[src/rtl/sq_pkg.sv]
package sq_pkg;

  typedef logic [3:0] exc_t;

  localparam int EXC_ADDR   = 0;
  localparam int EXC_MISS   = 1;
  localparam int EXC_PROT   = 2;
  localparam int EXC_INITWR = 3;

  typedef enum logic {ACC_READ = 1'b0, ACC_WRITE = 1'b1} acc_e;

  typedef struct packed {
    logic wrEn;
    logic rdEn;
    logic rdOk;
    logic bufQ;
  } sq_strobe_t;

  function automatic exc_t judgeAccess(acc_e kind, logic mmu, logic privOnly,
                                       logic user, logic hit, logic rdOk,
                                       logic wrOk, logic dirty);
    exc_t e;
    e = '0;
    if (privOnly && user) begin
      e[EXC_ADDR] = 1'b1;
    end else if (mmu) begin
      if (!hit) e[EXC_MISS] = 1'b1;
      else if ((kind == ACC_READ) ? !rdOk : !wrOk) e[EXC_PROT] = 1'b1;
      else if (kind == ACC_WRITE && !dirty) e[EXC_INITWR] = 1'b1;
    end
    return e;
  endfunction

endpackage

[src/rtl/sq_ctrl.sv]
module sq_ctrl
  import sq_pkg::*;
#(
  parameter int LW_PER_Q = 8,
  localparam int IDX_W = $clog2(LW_PER_Q)
) (
  input  logic             clk,
  input  logic             rstN,
  input  logic             mmuOn,
  input  logic             privOnly,
  input  logic             userMode,
  input  logic             tlbHit,
  input  logic             tlbReadOk,
  input  logic             tlbWriteOk,
  input  logic             tlbDirty,
  input  logic             wrValid,
  input  logic             flushReq,
  input  logic             flushQueue,
  input  logic             busFault,
  input  logic             rdValid,
  input  logic [1:0]       rdLow,
  input  logic [1:0]       rdSize,
  output sq_strobe_t       stb,
  output logic [IDX_W-1:0] bufIdx,
  output logic             busValid,
  output logic             flushDone,
  output logic             flushAbort,
  output logic             rdAck,
  output exc_t             excVec,
  output logic             excStrobe
);

  localparam logic [IDX_W-1:0] LAST_IDX = IDX_W'(LW_PER_Q - 1);
  localparam logic [1:0]       SIZE_LW  = 2'b10;

  exc_t wrExc, flExc, rdExc, excNext;
  logic busy, bufQ, flStart;

  always_comb begin
    wrExc = judgeAccess(ACC_WRITE, mmuOn, privOnly, userMode,
                        tlbHit, tlbReadOk, tlbWriteOk, tlbDirty);
    flExc = judgeAccess(ACC_READ, mmuOn, privOnly, userMode,
                        tlbHit, tlbReadOk, tlbWriteOk, tlbDirty);
    rdExc = '0;
    rdExc[EXC_ADDR] = userMode || (rdSize != SIZE_LW) || (rdLow != 2'b00);
    flStart = flushReq && !busy;
    if (wrValid)      excNext = wrExc;
    else if (flStart) excNext = flExc;
    else if (rdValid) excNext = rdExc;
    else              excNext = '0;
  end

  assign stb.wrEn = wrValid && (wrExc == '0);
  assign stb.rdEn = rdValid;
  assign stb.rdOk = (rdExc == '0);
  assign stb.bufQ = bufQ;
  assign busValid = busy;

  always_ff @(posedge clk) begin
    if (!rstN) begin
      busy       <= 1'b0;
      bufQ       <= 1'b0;
      bufIdx     <= '0;
      flushDone  <= 1'b0;
      flushAbort <= 1'b0;
    end else begin
      flushDone  <= 1'b0;
      flushAbort <= 1'b0;
      if (busy) begin
        if (busFault) begin
          busy       <= 1'b0;
          flushAbort <= 1'b1;
        end else if (bufIdx == LAST_IDX) begin
          busy      <= 1'b0;
          flushDone <= 1'b1;
        end else begin
          bufIdx <= bufIdx + 1'b1;
        end
      end else if (flStart && flExc == '0) begin
        busy   <= 1'b1;
        bufIdx <= '0;
        bufQ   <= flushQueue;
      end
    end
  end

  always_ff @(posedge clk) begin
    if (!rstN) begin
      rdAck     <= 1'b0;
      excVec    <= '0;
      excStrobe <= 1'b0;
    end else begin
      rdAck     <= rdValid;
      excVec    <= excNext;
      excStrobe <= (excNext != '0);
    end
  end

endmodule

[src/rtl/sq_data.sv]
module sq_data
  import sq_pkg::*;
#(
  parameter int DATA_W   = 32,
  parameter int LW_PER_Q = 8,
  localparam int IDX_W = $clog2(LW_PER_Q)
) (
  input  logic              clk,
  input  logic              rstN,
  input  sq_strobe_t        stb,
  input  logic              wrQueue,
  input  logic [IDX_W-1:0]  wrIdx,
  input  logic [DATA_W-1:0] wrData,
  input  logic [IDX_W-1:0]  bufIdx,
  input  logic [IDX_W:0]    rdSel,
  output logic [DATA_W-1:0] busData,
  output logic [DATA_W-1:0] rdData
);

  localparam int NUM_Q = 2;

  logic [DATA_W-1:0] store [NUM_Q][LW_PER_Q];

  always_ff @(posedge clk) begin
    if (!rstN) begin
      for (int q = 0; q < NUM_Q; q++)
        for (int i = 0; i < LW_PER_Q; i++)
          store[q][i] <= '0;
    end else if (stb.wrEn) begin
      store[wrQueue][wrIdx] <= wrData;
    end
  end

  assign busData = store[stb.bufQ][bufIdx];

  always_ff @(posedge clk) begin
    if (!rstN) begin
      rdData <= '0;
    end else if (stb.rdEn) begin
      rdData <= stb.rdOk ? store[rdSel[IDX_W]][rdSel[IDX_W-1:0]] : '0;
    end
  end

endmodule

[src/rtl/sq_unit.sv]
module sq_unit
  import sq_pkg::*;
#(
  parameter int DATA_W   = 32,
  parameter int LW_PER_Q = 8,
  localparam int IDX_W = $clog2(LW_PER_Q),
  localparam int RD_W  = IDX_W + 3
) (
  input  logic              clk,
  input  logic              rstN,
  input  logic              mmuOn,
  input  logic              privOnly,
  input  logic              userMode,
  input  logic              tlbHit,
  input  logic              tlbReadOk,
  input  logic              tlbWriteOk,
  input  logic              tlbDirty,
  input  logic              wrValid,
  input  logic              wrQueue,
  input  logic [IDX_W-1:0]  wrIdx,
  input  logic [DATA_W-1:0] wrData,
  input  logic              flushReq,
  input  logic              flushQueue,
  input  logic              busFault,
  output logic              busValid,
  output logic              busQueue,
  output logic [IDX_W-1:0]  busIdx,
  output logic [DATA_W-1:0] busData,
  output logic              flushDone,
  output logic              flushAbort,
  input  logic              rdValid,
  input  logic [RD_W-1:0]   rdAddr,
  input  logic [1:0]        rdSize,
  output logic              rdAck,
  output logic [DATA_W-1:0] rdData,
  output logic [3:0]        excVec,
  output logic              excStrobe
);

  sq_strobe_t stb;

  sq_ctrl #(.LW_PER_Q(LW_PER_Q)) u_ctrl (
    .clk(clk), .rstN(rstN), .mmuOn(mmuOn), .privOnly(privOnly),
    .userMode(userMode), .tlbHit(tlbHit), .tlbReadOk(tlbReadOk),
    .tlbWriteOk(tlbWriteOk), .tlbDirty(tlbDirty), .wrValid(wrValid),
    .flushReq(flushReq), .flushQueue(flushQueue), .busFault(busFault),
    .rdValid(rdValid), .rdLow(rdAddr[1:0]), .rdSize(rdSize), .stb(stb),
    .bufIdx(busIdx), .busValid(busValid), .flushDone(flushDone),
    .flushAbort(flushAbort), .rdAck(rdAck), .excVec(excVec),
    .excStrobe(excStrobe)
  );

  sq_data #(.DATA_W(DATA_W), .LW_PER_Q(LW_PER_Q)) u_data (
    .clk(clk), .rstN(rstN), .stb(stb), .wrQueue(wrQueue), .wrIdx(wrIdx),
    .wrData(wrData), .bufIdx(busIdx), .rdSel(rdAddr[RD_W-1:2]),
    .busData(busData), .rdData(rdData)
  );

  assign busQueue = stb.bufQ;

endmodule

[config.mk]
export PLATFORM = sky130hd
export DESIGN_NAME = sq_unit
export DESIGN_NICKNAME = d
export VERILOG_FILES = /design/src/rtl/sq_pkg.sv /design/src/rtl/sq_ctrl.sv /design/src/rtl/sq_data.sv /design/src/rtl/sq_unit.sv
export SDC_FILE = /design/constraint.sdc
export NUM_CORES = 1
export LEC_CHECK = 0
export BUFFER_PORTS_ARGS = -buffer_cell sky130_fd_sc_hd__clkbuf_2
export CORE_MARGIN = 2
export CORE_UTILIZATION = 30
export CTS_CLUSTER_SIZE = 8
export DETAILED_ROUTE_END_ITERATION = 10
export GPL_ROUTABILITY_DRIVEN = 0
export GPL_TIMING_DRIVEN = 0
export PLACE_DENSITY = 0.53
export REMOVE_ABC_BUFFERS = 1
export SYNTH_ARGS = -nofsm -noshare
export SYNTH_HDL_FRONTEND = slang
export SYNTH_SLANG_ARGS = --single-unit
[constraint.sdc]
create_clock -name clk -period 5.3 [get_ports clk]
set_input_delay 0.795 -clock clk [delete_from_list [all_inputs] [get_ports clk]]
set_output_delay 0.795 -clock clk [all_outputs]
set_load 0.01 [all_outputs]
### Word-level counts from Yosys, hierarchy flattened

Memory sizes are Yosys's and may differ from the RTL's. A register that Yosys moved wholly into a read port is not among the register bits.
Index checks and enable logic that the tools add are counted.
W data, S select, Z words.

| cells by class | value |
|---|---|
| bitwise operators | 5 |
| order comparisons | 4 |
| multiplexer cells | 43 |
| $add $sub $neg | 1 |
| reductions and logical operators | 19 |
| equality and inequality tests | 4 |

Operators with widths:

| cell | count |
|---|---|
| $mux W256 | 3 |
| $reduce_or A256 Y1 | 1 |
| $bmux W32 S3 | 2 |
| $mux W32 | 6 |
| $demux W32 S3 | 1 |
| $mux W1 | 20 |
| $mux W3 | 6 |
| $ge A4 B4 Y1 const B | 3 |
| $logic_not A4 Y1 | 3 |
| $not A3 Y4 | 3 |
| $mux W4 | 2 |
| $mux W2 | 3 |
| $ne A2 B2 Y1 const B | 3 |
| $logic_and A1 B1 Y1 | 5 |
| $lt A4 B1 Y1 const B | 1 |
| $reduce_and A2 Y1 | 2 |
| $reduce_bool A2 Y1 | 2 |
| $reduce_bool A4 Y1 | 1 |
| $add A3 B1 Y3 const B | 1 |
| $eq A3 B3 Y1 const B | 1 |
| $reduce_and A3 Y1 | 1 |
| $reduce_or A3 Y1 | 1 |
| $logic_or A1 B1 Y1 | 2 |
| $not A1 Y1 | 2 |
| $logic_not A1 Y1 | 1 |

| word-level totals | value |
|---|---|
| output and inout port bits | 77 |
| memory bits (writable) | 512 |
| logic and storage cells | 86 |
| bits in registers | 45 |
| memories | 1 |

Memories:

| name | words | bits a word | rd ports | clocked after Yosys merged registers in | write ports | line | RTL |
|---|---|---|---|---|---|---|---|
| u_data.store | 2 | 256 | 2 | 1 | 2 | sq_data.sv:22 | `logic [DATA_W-1:0] store [NUM_Q][LW_PER_Q];` |

### Longest topological paths before layout

Gate-level depths: netlist of the first run.

| depth | value |
|---|---|
| depth in word-level cells | 12 |
| mapped depth | 7 |
| depth with buffers taken out | 6 |

### By module

From an unflattened synthesis of the first run, not the netlist that was laid out.

| unflattened totals | value |
|---|---|
| cell total of the unflattened synthesis | 1631 |
| area total of the unflattened synthesis | 27216.1 sq um |

Modules (own cells, without submodules):

| module | cells each | times used | sequential area each (sq um) | area each (sq um) |
|---|---|---|---|---|
| sq_data | 1575 | 1 | 16015.4 | 26624.3 |
| sq_ctrl | 56 | 1 | 260.2 | 591.8 |

### Worst setup path after synthesis of the first run

OpenSTA, ideal clock, no wires.

| path | value |
|---|---|
| path kind | in2reg |
| start point | input tlbDirty |
| end point | memory u_data.store[1][192] in the netlist's numbering (enable) |
| setup time | 0.466 ns |
| setup slack | 0.857 ns |
| stages | 5 |
| arrival | 3.977 ns |
| cells stage by stage | nand3_1 -> a221o_1 -> buf_6 -> or3_1 -> o21ai_0 |

RTL lines:

| what | line | RTL |
|---|---|---|
| from (decl) | sq_unit.sv:17 | `input logic tlbDirty,` |
| to (decl) | sq_data.sv:22 |  |

==> run_results.csv, run 1 <==
group,metric,value,unit
sta,tightest_slew,1070,ps
final_layout,layout.cells.non_filler,2917,
global_routing,grt_pass1_wl,121000,um
clock_tree,clock_latency,620,ps
global_routing,antenna_found_initial,10,
worst_setup_path,critPathArrivalTime,4600,ps
sta,setup_viol,0,
final_layout,fin_util,36.4,%
sta,slew_headroom,28.9,%
sta,rsz0062_at_grt,"no",
power_and_ir_drop,power,11.0,mW
worst_setup_path,critPathLaunchType,"primary input",
synth,synth_top_area_share,57.1,%
synth,synth_top_cell_by_area,"edfxtp_1",
detailed_routing,totalWireLength,84300,um
synth,synthCells,1525,
synth,yosysSeqAreaShare,60.5,%
worst_setup_path,critPathKind,"primary input to register",
power_and_ir_drop,p_per_area,342,mW/mm^2
power_and_ir_drop,ir_drop,0.229,mV
synth,synth_common_cells,"edfxtp_1, mux4_2, and2_1",
global_routing,gr-total-overflow,0,
sta,fin_skew,21.1,ps
worst_setup_path,crit_family,"simple AND/OR/NAND/NOR gates",
sta,finalCritPeriodShare,81.0,%
floorplan,die_width,304,um
global_routing,grt_max_degree,97,
worst_setup_path,crit_path_cell_trace,"clkbuf_2 > nand2_1 > a221o_1 > nor4_4 > buf_8 > nand2b_2 > buf_16",
worst_setup_path,cp-end-kind,"register",
hold_path,hold_start,"tlbDirty",
placed_design,io_buffer_count,134,
detailed_routing,vias,15600,
clock_tree,htreeDepth,3,
detailed_routing,initialDrtViolationCount,1739,
clock_tree,cts_max_path_buffers,3,
synth,synth.most_common_cell,"edfxtp_1",
detailed_routing,drt_pass1_iterations,5,
sta,whs,400,ps
hold_path,hold_path.class,"primary input to register",
synth,synth_area,0.0269,mm^2
synth,avgSynthCellArea,17.7,um^2
final_layout,fillers,8170,
worst_setup_path,r2r_end,"u_ctrl.bufIdx[1]$_SDFFE_PN0P_",
clock_tree,cts_made_buffers,80,
sta,drv_slew,0,
worst_setup_path,r2r-start,"u_ctrl.bufIdx[1]$_SDFFE_PN0P_",
synth,synthArstFlopShare,0,%
floorplan,io_pins,135,
final_layout,drive_gt1_share,36.7,%
clock_tree,ctsRootBufferMaster,"clkbuf_16",
placed_design,dp_cells,2771,
clock_tree,post_cts_buffers,0,
detailed_routing,drcViolationCount,0,
floorplan,rows,109,
floorplan,core_area,0.0886,mm^2
hold_path,hold_depth,2,
global_routing,grt_usage,18.2,%
sta,timing.fmax,233,MHz
clock_tree,clkTransAtPathRegs,50,ps
synth,ys_ff_latch,558,
sta,finalSetupTns,0,ps
worst_setup_path,rr_worst_depth,6,
synth,synth_area_leaders,"edfxtp_1, mux4_2, and2_1, dfxtp_1, nor2_1",
floorplan,chipHeight,304,um
outcome,status,"completed",
detailed_routing,detail-route-antenna-nets,0,
global_routing,grt_pass1_vias,16600,
clock_tree,cts_tree,"yes",
placed_design,dp_hpwl,53500,um
worst_setup_path,r2r_slack,3100,ps
worst_setup_path,worst_path_max_delay_cell,"nor4_4",
synth,synth_cell_types,38,
synth,synth_edf_count,512,
synth,ys.warnings.count,0,
floorplan,initial_utilization,30.4,%
detailed_routing,wl_per_cell,28.9,um
final_layout,fin_nets,1748,
clock_tree,cts.sinks,558,
floorplan,die-area,0.0922,mm^2
worst_setup_path,crit_fanout,31,
clock_tree,cts.repair.resized,0,
hold_path,min_to,"u_ctrl.excVec[3]$_SDFF_PN0_",
job,cap_violations,0,
detailed_routing,detail_route.vias_per_cell,5.35,
final_layout,areaGrowthSynthToFinish,19.9,%
sta,finalCriticalPeriod,4300,ps
power_and_ir_drop,leakagePower,10.9,nW
synth,synthFlopType,"edfxtp_1",
worst_setup_path,crit_buf_inv,3,
sta,hold_viol,0,
worst_setup_path,max_stage_delay,850,ps
clock_tree,cts_hold_buf,0,
worst_setup_path,required,5600,ps
[cell families after synthesis]
logic type | synth area share (%)
AO/OA/AOI/OAI | 1.61
adder cells (fa/ha/maj) | 0.0929
buffers and inverters | 2.52
flip-flops | 60.5
multiplexers | 26.7
AND/OR/NAND/NOR | 8.62
[cells in the final DEF (no fill, tap or decap), types with 3 or more instances in the layout]
master and n:
a221o_1 33, and2_1 228, buf_12 12, buf_16 17, buf_6 18, buf_8 19, clkbuf_1 55, clkbuf_16 83
clkbuf_2 131, clkbuf_8 6, dfxtp_1 42, dfxtp_4 4, edfxtp_1 512, inv_1 34, inv_6 3, mux2_2 32
mux2i_1 34, mux4_2 288, nand2_1 39, nand2b_1 3, nand2b_4 5, nand3_1 5, nor2_1 98, nor2b_1 5
nor3b_1 3, nor4_4 3, nor4b_4 4, o21ai_4 7
[power breakdown]
group	internal (mW)	switching [mW]
combinational	0.497	0.511
sequential	5.06	0.135
clock	2.94	1.90
total	8.50	2.55
[cell type report]
class                      count  area [um^2]  area share, %
antenna                        2         5.00         0.0155
timing repair buffer         200         1890           5.86
sequential                   558        16300           50.5
tap                         1165         1460           4.51
inverter                      34          128          0.395
clock inverter                 3         26.3         0.0814
multi-input combinational    814        10200           31.4
clock buffer                 141         2320           7.20
[stage by stage]
step                      worst slack [ps]  cell area (um^2)
after CTS                             1090             32300
after global routing                   884             32300
after global placement               -9920             28500
after detailed placement               455             29900
final                                 1000             32300
after floorplan                      -1950             26400
[layer usage]
layer	vias up	global-route usage, %	share of wire (%)
li1	6471	-	-
met4	6	5.60	2.4
met5	-	0	0.040
met3	135	3.28	7.7
met1	8280	25.0	42
met2	725	29.5	48
[state kept, by name, summed over array words and instances (netlist names), named ones only]
register and cells:
u_ctrl.bufQ 1, u_ctrl.rdAck 1, u_data.store 512, u_data.rdData 32
u_ctrl.busValid 1, u_ctrl.excVec 4, u_ctrl.excStrobe 1, u_ctrl.flushDone 1
u_ctrl.flushAbort 1, u_ctrl.bufIdx 3
[how the worst max path moves through the flow]
stage	end	from	cells past startpoint	slack (ps)
floorplan	busData[0]	register	2	-1950
global placement	u_data.store[1][42]$_DFFE_PP_	rstN	5	-9920
detailed placement	u_data.store[0][203]$_SDFFCE_PN0P_	rstN	7	450
CTS	u_data.store[0][204]$_SDFFCE_PN0P_	rstN	7	1090
global route	u_data.store[0][221]$_SDFFCE_PN0P_	rstN	7	880
finish	u_data.store[0][203]$_SDFFCE_PN0P_	rstN	7	1000
No activity file was read; power rests on OpenSTA's default activity.
==> run 2, diff against run 1 <==
Settings changed: PLACE_DENSITY 0.53 to 0.54.
Clock period 5.3 ns to 3.47 ns, I/O delays scaled along.
==> run_results.csv, run 2 (same netlist as run 1, synthesis figures left out) <==
group,metric,value,unit
sta,timing.fmax,295,MHz
floorplan,io_pins,135,
sta,setup_ws,78.5,ps
sta,whs,119,ps
clock_tree,ctsRootBufferMaster,"clkbuf_16",
worst_setup_path,crit_buf_inv,1,
detailed_routing,wl_per_cell,29.0,um
placed_design,dp_hpwl,53300,um
worst_setup_path,r2r-start,"u_ctrl.bufIdx[1]$_SDFFE_PN0P_",
worst_setup_path,crit_path_cell_trace,"buf_4 > nand2_1 > a221o_1 > nor4_4 > nand2b_4",
clock_tree,cts.sinks,558,
sta,rsz0062_at_grt,"no",
detailed_routing,drt_pass1_iterations,5,
worst_setup_path,worst_path_max_delay_cell,"nor4_4",
power_and_ir_drop,ir_drop,0.342,mV
floorplan,initial_utilization,30.4,%
global_routing,grt_usage,18.2,%
worst_setup_path,critPathArrivalTime,3600,ps
hold_path,hold_path.class,"primary input to register",
power_and_ir_drop,leakagePower,11.0,nW
worst_setup_path,critPathKind,"primary input to register",
floorplan,core_area,0.0886,mm^2
worst_setup_path,required,3680,ps
final_layout,layout_commonest_cell,"edfxtp_1",
power_and_ir_drop,p_per_area,519,mW/mm^2
hold_path,hold_start,"tlbDirty",
final_layout,mostFrequentLayoutCells,"edfxtp_1, mux4_2, and2_1",
detailed_routing,detail_route.vias_per_cell,5.39,
placed_design,io_buffer_count,134,
final_layout,largest-register,"u_data.store",
worst_setup_path,crit_fanout,32,
worst_setup_path,r2r_slack,1360,ps
detailed_routing,drcViolationCount,0,
sta,setup_viol,0,
clock_tree,cts_hold_buf,0,
outcome,status,"completed",
sta,drv_slew,0,
final_layout,fin_nets,1754,
clock_tree,cts_max_path_buffers,3,
global_routing,gr-total-overflow,0,
sta,finalCritPeriodShare,97.7,%
global_routing,antenna_found_initial,8,
hold_path,min_to,"u_ctrl.excVec[3]$_SDFF_PN0_",
global_routing,grt_pass1_vias,16600,
sta,finalSetupTns,0,ps
floorplan,rows,109,
sta,slew_headroom,34.6,%
sta,fin_skew,24.5,ps
detailed_routing,detail-route-antenna-nets,0,
clock_tree,cts_made_buffers,80,
clock_tree,clock_latency,610,ps
detailed_routing,initialDrtViolationCount,1518,
final_layout,areaGrowthSynthToFinish,20.2,%
sta,finalCriticalPeriod,3390,ps
worst_setup_path,rr_worst_depth,6,
hold_path,hold_depth,2,
sta,tightest_slew,974,ps
final_layout,drive_gt1_share,37.0,%
worst_setup_path,r2r_end,"u_ctrl.bufIdx[1]$_SDFFE_PN0P_",
worst_setup_path,max_stage_delay,900,ps
floorplan,die_width,304,um
global_routing,grt_pass1_wl,120000,um
detailed_routing,totalWireLength,84600,um
floorplan,chipHeight,304,um
floorplan,die-area,0.0922,mm^2
final_layout,largest_reg_flops,512,
worst_setup_path,critPathLaunchType,"primary input",
sta,hold_viol,0,
placed_design,place_ws,-949,ps
clock_tree,htreeDepth,3,
job,cap_violations,0,
final_layout,reg.largest.list,"u_data.store x512, u_data.rdData x32, u_ctrl.excVec x4",
detailed_routing,vias,15700,
worst_setup_path,cp-end-kind,"register",
global_routing,grt_max_degree,94,
clock_tree,cts_tree,"yes",
worst_setup_path,crit_family,"simple AND/OR/NAND/NOR gates",
clock_tree,clkTransAtPathRegs,60,ps
## run 2: timing repair
item | in CTS | in global routing
gates cloned | 0 | 1
resized for setup | 1 | 1
pin swaps | 0 | 1
endpoints found under the hold margin | 0 | 0
buffers inserted | 4 | 2
setup endpoints to repair | 243 | 119
## run 2: worst max-delay path by stage
stage	startpoint	endpoint	cells past startpoint
after CTS	register	busData[10]	5
after floorplan	register	busData[0]	2
after global placement	rstN	u_data.store[1][6]$_DFFE_PP_	5
after detailed placement	rstN	u_data.store[0][70]$_SDFFCE_PN0P_	6
after global routing	register	busData[11]	6
final	rstN	u_data.store[0][118]$_SDFFCE_PN0P_	5
## run 2: cell type report
class,instances,area (um^2)
diodes,1,2.50
clock buffers,137,2300
clock inverters,4,37.5
fillers,8131,56300
inverters,34,128
multi-input cells,814,10200
flip-flops and latches,558,16300
well taps,1165,1460
repair buffers,206,2000
## run 2: metal layers
metal	vias to the layer above	routed length [um]	track usage [%]
met2	764	39400	28.5
met4	8	1990	5.36
met3	145	7990	4.88
met5	-	43	0
met1	8343	35100	24.9
li1	6487	-	-
## run 2: worst reg2reg max path, delay by kind of cell (launching register included)
family,cells,cell delay (ps)
fa+ha+maj,2,450
flops,1,960
simple gates,2,170
compound gates,2,460
## run 2: per-stage QoR
step           cells  utilization (%)  power, mW  cell area [um^2]
4_1_cts         2915             36.5       17.0             32300
3_3_place_gp    2705             32.2       9.66             28500
3_5_place_dp    2770             33.8       9.62             29900
6_report        2919             36.5       16.8             32400
2_1_floorplan   1406                -       8.92             26400
5_1_grt         2918             36.5       17.4             32400
## run 2: where the power goes
| group | switching (mW) | internal (mW) | total, mW | leakage, nW |
|---|---|---|---|---|
| logic | 0.792 | 0.769 | 1.56 | 4.61 |
| clock network | 2.87 | 4.46 | 7.33 | 1.11 |
| registers | 0.196 | 7.74 | 7.93 | 5.25 |
==> run 3, diff against run 2 <==
Settings changed: CORE_UTILIZATION 30 to 50, PLACE_DENSITY 0.54 to 0.78.
==> run_results.csv, run 3 (same netlist as run 1, synthesis figures left out) <==
group,metric,value,unit
final_layout,largest-register,"u_data.store",
sta,finalCritPeriodShare,97.1,%
hold_path,hold_start,"tlbDirty",
sta,timing.fmax,297,MHz
placed_design,io_buffer_count,134,
clock_tree,clkTransAtPathRegs,50,ps
clock_tree,cts.sinks,558,
final_layout,layout_commonest_cell,"edfxtp_1",
floorplan,rows,85,
floorplan,core_area,0.0535,mm^2
clock_tree,clock_latency,610,ps
worst_setup_path,crit_family,"simple AND/OR/NAND/NOR gates",
power_and_ir_drop,ir_drop,0.348,mV
worst_setup_path,r2r-start,"u_ctrl.bufIdx[1]$_SDFFE_PN0P_",
hold_path,hold_depth,2,
worst_setup_path,r2r_slack,1580,ps
final_layout,register_area,0.0163,mm^2
final_layout,areaGrowthSynthToFinish,17.1,%
detailed_routing,drcViolationCount,0,
clock_tree,cts_max_path_buffers,3,
worst_setup_path,max_stage_delay,850,ps
final_layout,drive_gt1_share,36.9,%
sta,hold_viol,0,
global_routing,grt_pass1_wl,113000,um
outcome,status,"completed",
floorplan,io_pins,135,
worst_setup_path,rr_worst_depth,6,
final_layout,reg.largest.list,"u_data.store x512, u_data.rdData x32, u_ctrl.excVec x4",
global_routing,antenna_found_initial,2,
floorplan,die_width,236,um
final_layout,fillers,3705,
global_routing,grt_max_degree,102,
worst_setup_path,cp-end-kind,"register",
floorplan,chipHeight,236,um
worst_setup_path,crit_buf_inv,1,
sta,slew_headroom,30.3,%
clock_tree,ctsRootBufferMaster,"clkbuf_16",
global_routing,grt_usage,28.1,%
job,cap_violations,0,
final_layout,mostFrequentLayoutCells,"edfxtp_1, mux4_2, and2_1",
hold_path,min_to,"u_ctrl.excVec[3]$_SDFF_PN0_",
worst_setup_path,critPathArrivalTime,3580,ps
global_routing,gr-total-overflow,0,
clock_tree,htreeDepth,3,
worst_setup_path,critPathKind,"primary input to register",
floorplan,initial_utilization,50.4,%
global_routing,grt_pass1_vias,17100,
worst_setup_path,r2r_end,"u_ctrl.bufIdx[0]$_SDFFE_PN0P_",
detailed_routing,detail_route.vias_per_cell,6.80,
worst_setup_path,crit_path_cell_trace,"clkbuf_4 > nand2_1 > a221o_1 > nor4_4 > nand2b_4",
detailed_routing,initialDrtViolationCount,2413,
sta,setup_viol,0,
clock_tree,cts_made_buffers,79,
worst_setup_path,required,3690,ps
hold_path,hold_path.class,"primary input to register",
worst_setup_path,crit_fanout,32,
power_and_ir_drop,power,16.5,mW
final_layout,largest_reg_flops,512,
detailed_routing,detail-route-antenna-nets,0,
worst_setup_path,worst_path_max_delay_cell,"nand2b_4",
final_layout,fin_nets,1747,
detailed_routing,wl_per_cell,31.8,um
floorplan,die-area,0.0558,mm^2
placed_design,dp_hpwl,46900,um
power_and_ir_drop,p_per_area,524,mW/mm^2
final_layout,fin_util,59.0,%
sta,fin_skew,18.4,ps
detailed_routing,totalWireLength,77400,um
clock_tree,cts_tree,"yes",
sta,rsz0062_at_grt,"no",
detailed_routing,vias,16500,
worst_setup_path,critPathLaunchType,"primary input",
sta,finalCriticalPeriod,3370,ps
power_and_ir_drop,leakagePower,10.9,nW
detailed_routing,drt_pass1_iterations,5,
sta,finalSetupTns,0,ps
sta,tightest_slew,1040,ps
sta,drv_slew,0,
final_layout,multiInputGateArea,0.0102,mm^2
run 3: how the worst max path moves through the flow:
stage,startpoint,to,slack (ps),cells after the start
after CTS,rstN,u_data.store[0][196]$_SDFFCE_PN0P_,60,7
after detailed placement,rstN,u_data.store[0][218]$_SDFFCE_PN0P_,-940,7
after global placement,rstN,u_data.store[1][58]$_DFFE_PP_,-10520,5
after global routing,rstN,u_data.store[0][116]$_SDFFCE_PN0P_,30,5
after floorplan,register,busData[0],-3510,2
final,rstN,u_data.store[0][104]$_SDFFCE_PN0P_,100,5
run 3: stage by stage:
| stage | cell area, um^2 | hold slack [ps] | setup WS [ps] | cells |
|---|---|---|---|---|
| after floorplan | 26400 | 524 | -3510 | 1406 |
| after global placement | 27900 | 474 | -10520 | 2236 |
| after detailed placement | 29300 | 478 | -940 | 2298 |
| after CTS | 31500 | 127 | 61.3 | 2427 |
| after global routing | 31600 | 139 | 25.7 | 2429 |
| final | 31600 | 146 | 102 | 2430 |
run 3: repair_timing:
action | CTS | global route
pin swaps | 1 | 1
resized for setup | 3 | 2
endpoints found under the setup margin | 283 | 49
hold buffers | 0 | 0
setup buffers | 2 | 2
run 3: layout make-up:
class / count / area share, %
timing repair buffer: 200 / 5.95
multi-input combinational: 814 / 32.2
clock inverter: 4 / 0.111
clock buffer: 123 / 6.92
sequential: 558 / 51.7
tap: 696 / 2.76
antenna: 1 / 0.00793
inverter: 34 / 0.404
run 3: power by group:
part	total, mW	leakage (nW)	switching, mW	internal [mW]
registers	7.95	5.25	0.214	7.74
logic	1.53	4.55	0.767	0.760
clock network	7.05	1.07	2.78	4.27
total	16.5	10.9	3.76	12.8
run 3: worst register-to-register path: stages (launching register included):
cell     delay [ps]
dfxtp_2         500
ha_1            300
ha_1            190
nor3b_1         420
a31oi_1         160
mux2i_1         160
nor2b_1          50
run 3: metal layers:
layer	share of wire, %	vias to the layer above	GRT usage, %
met2	48	1349	44.7
met3	13	199	5.49
li1	-	6458	-
met4	3.6	0	12.0
met5	0	-	0
met1	35	8508	38.4
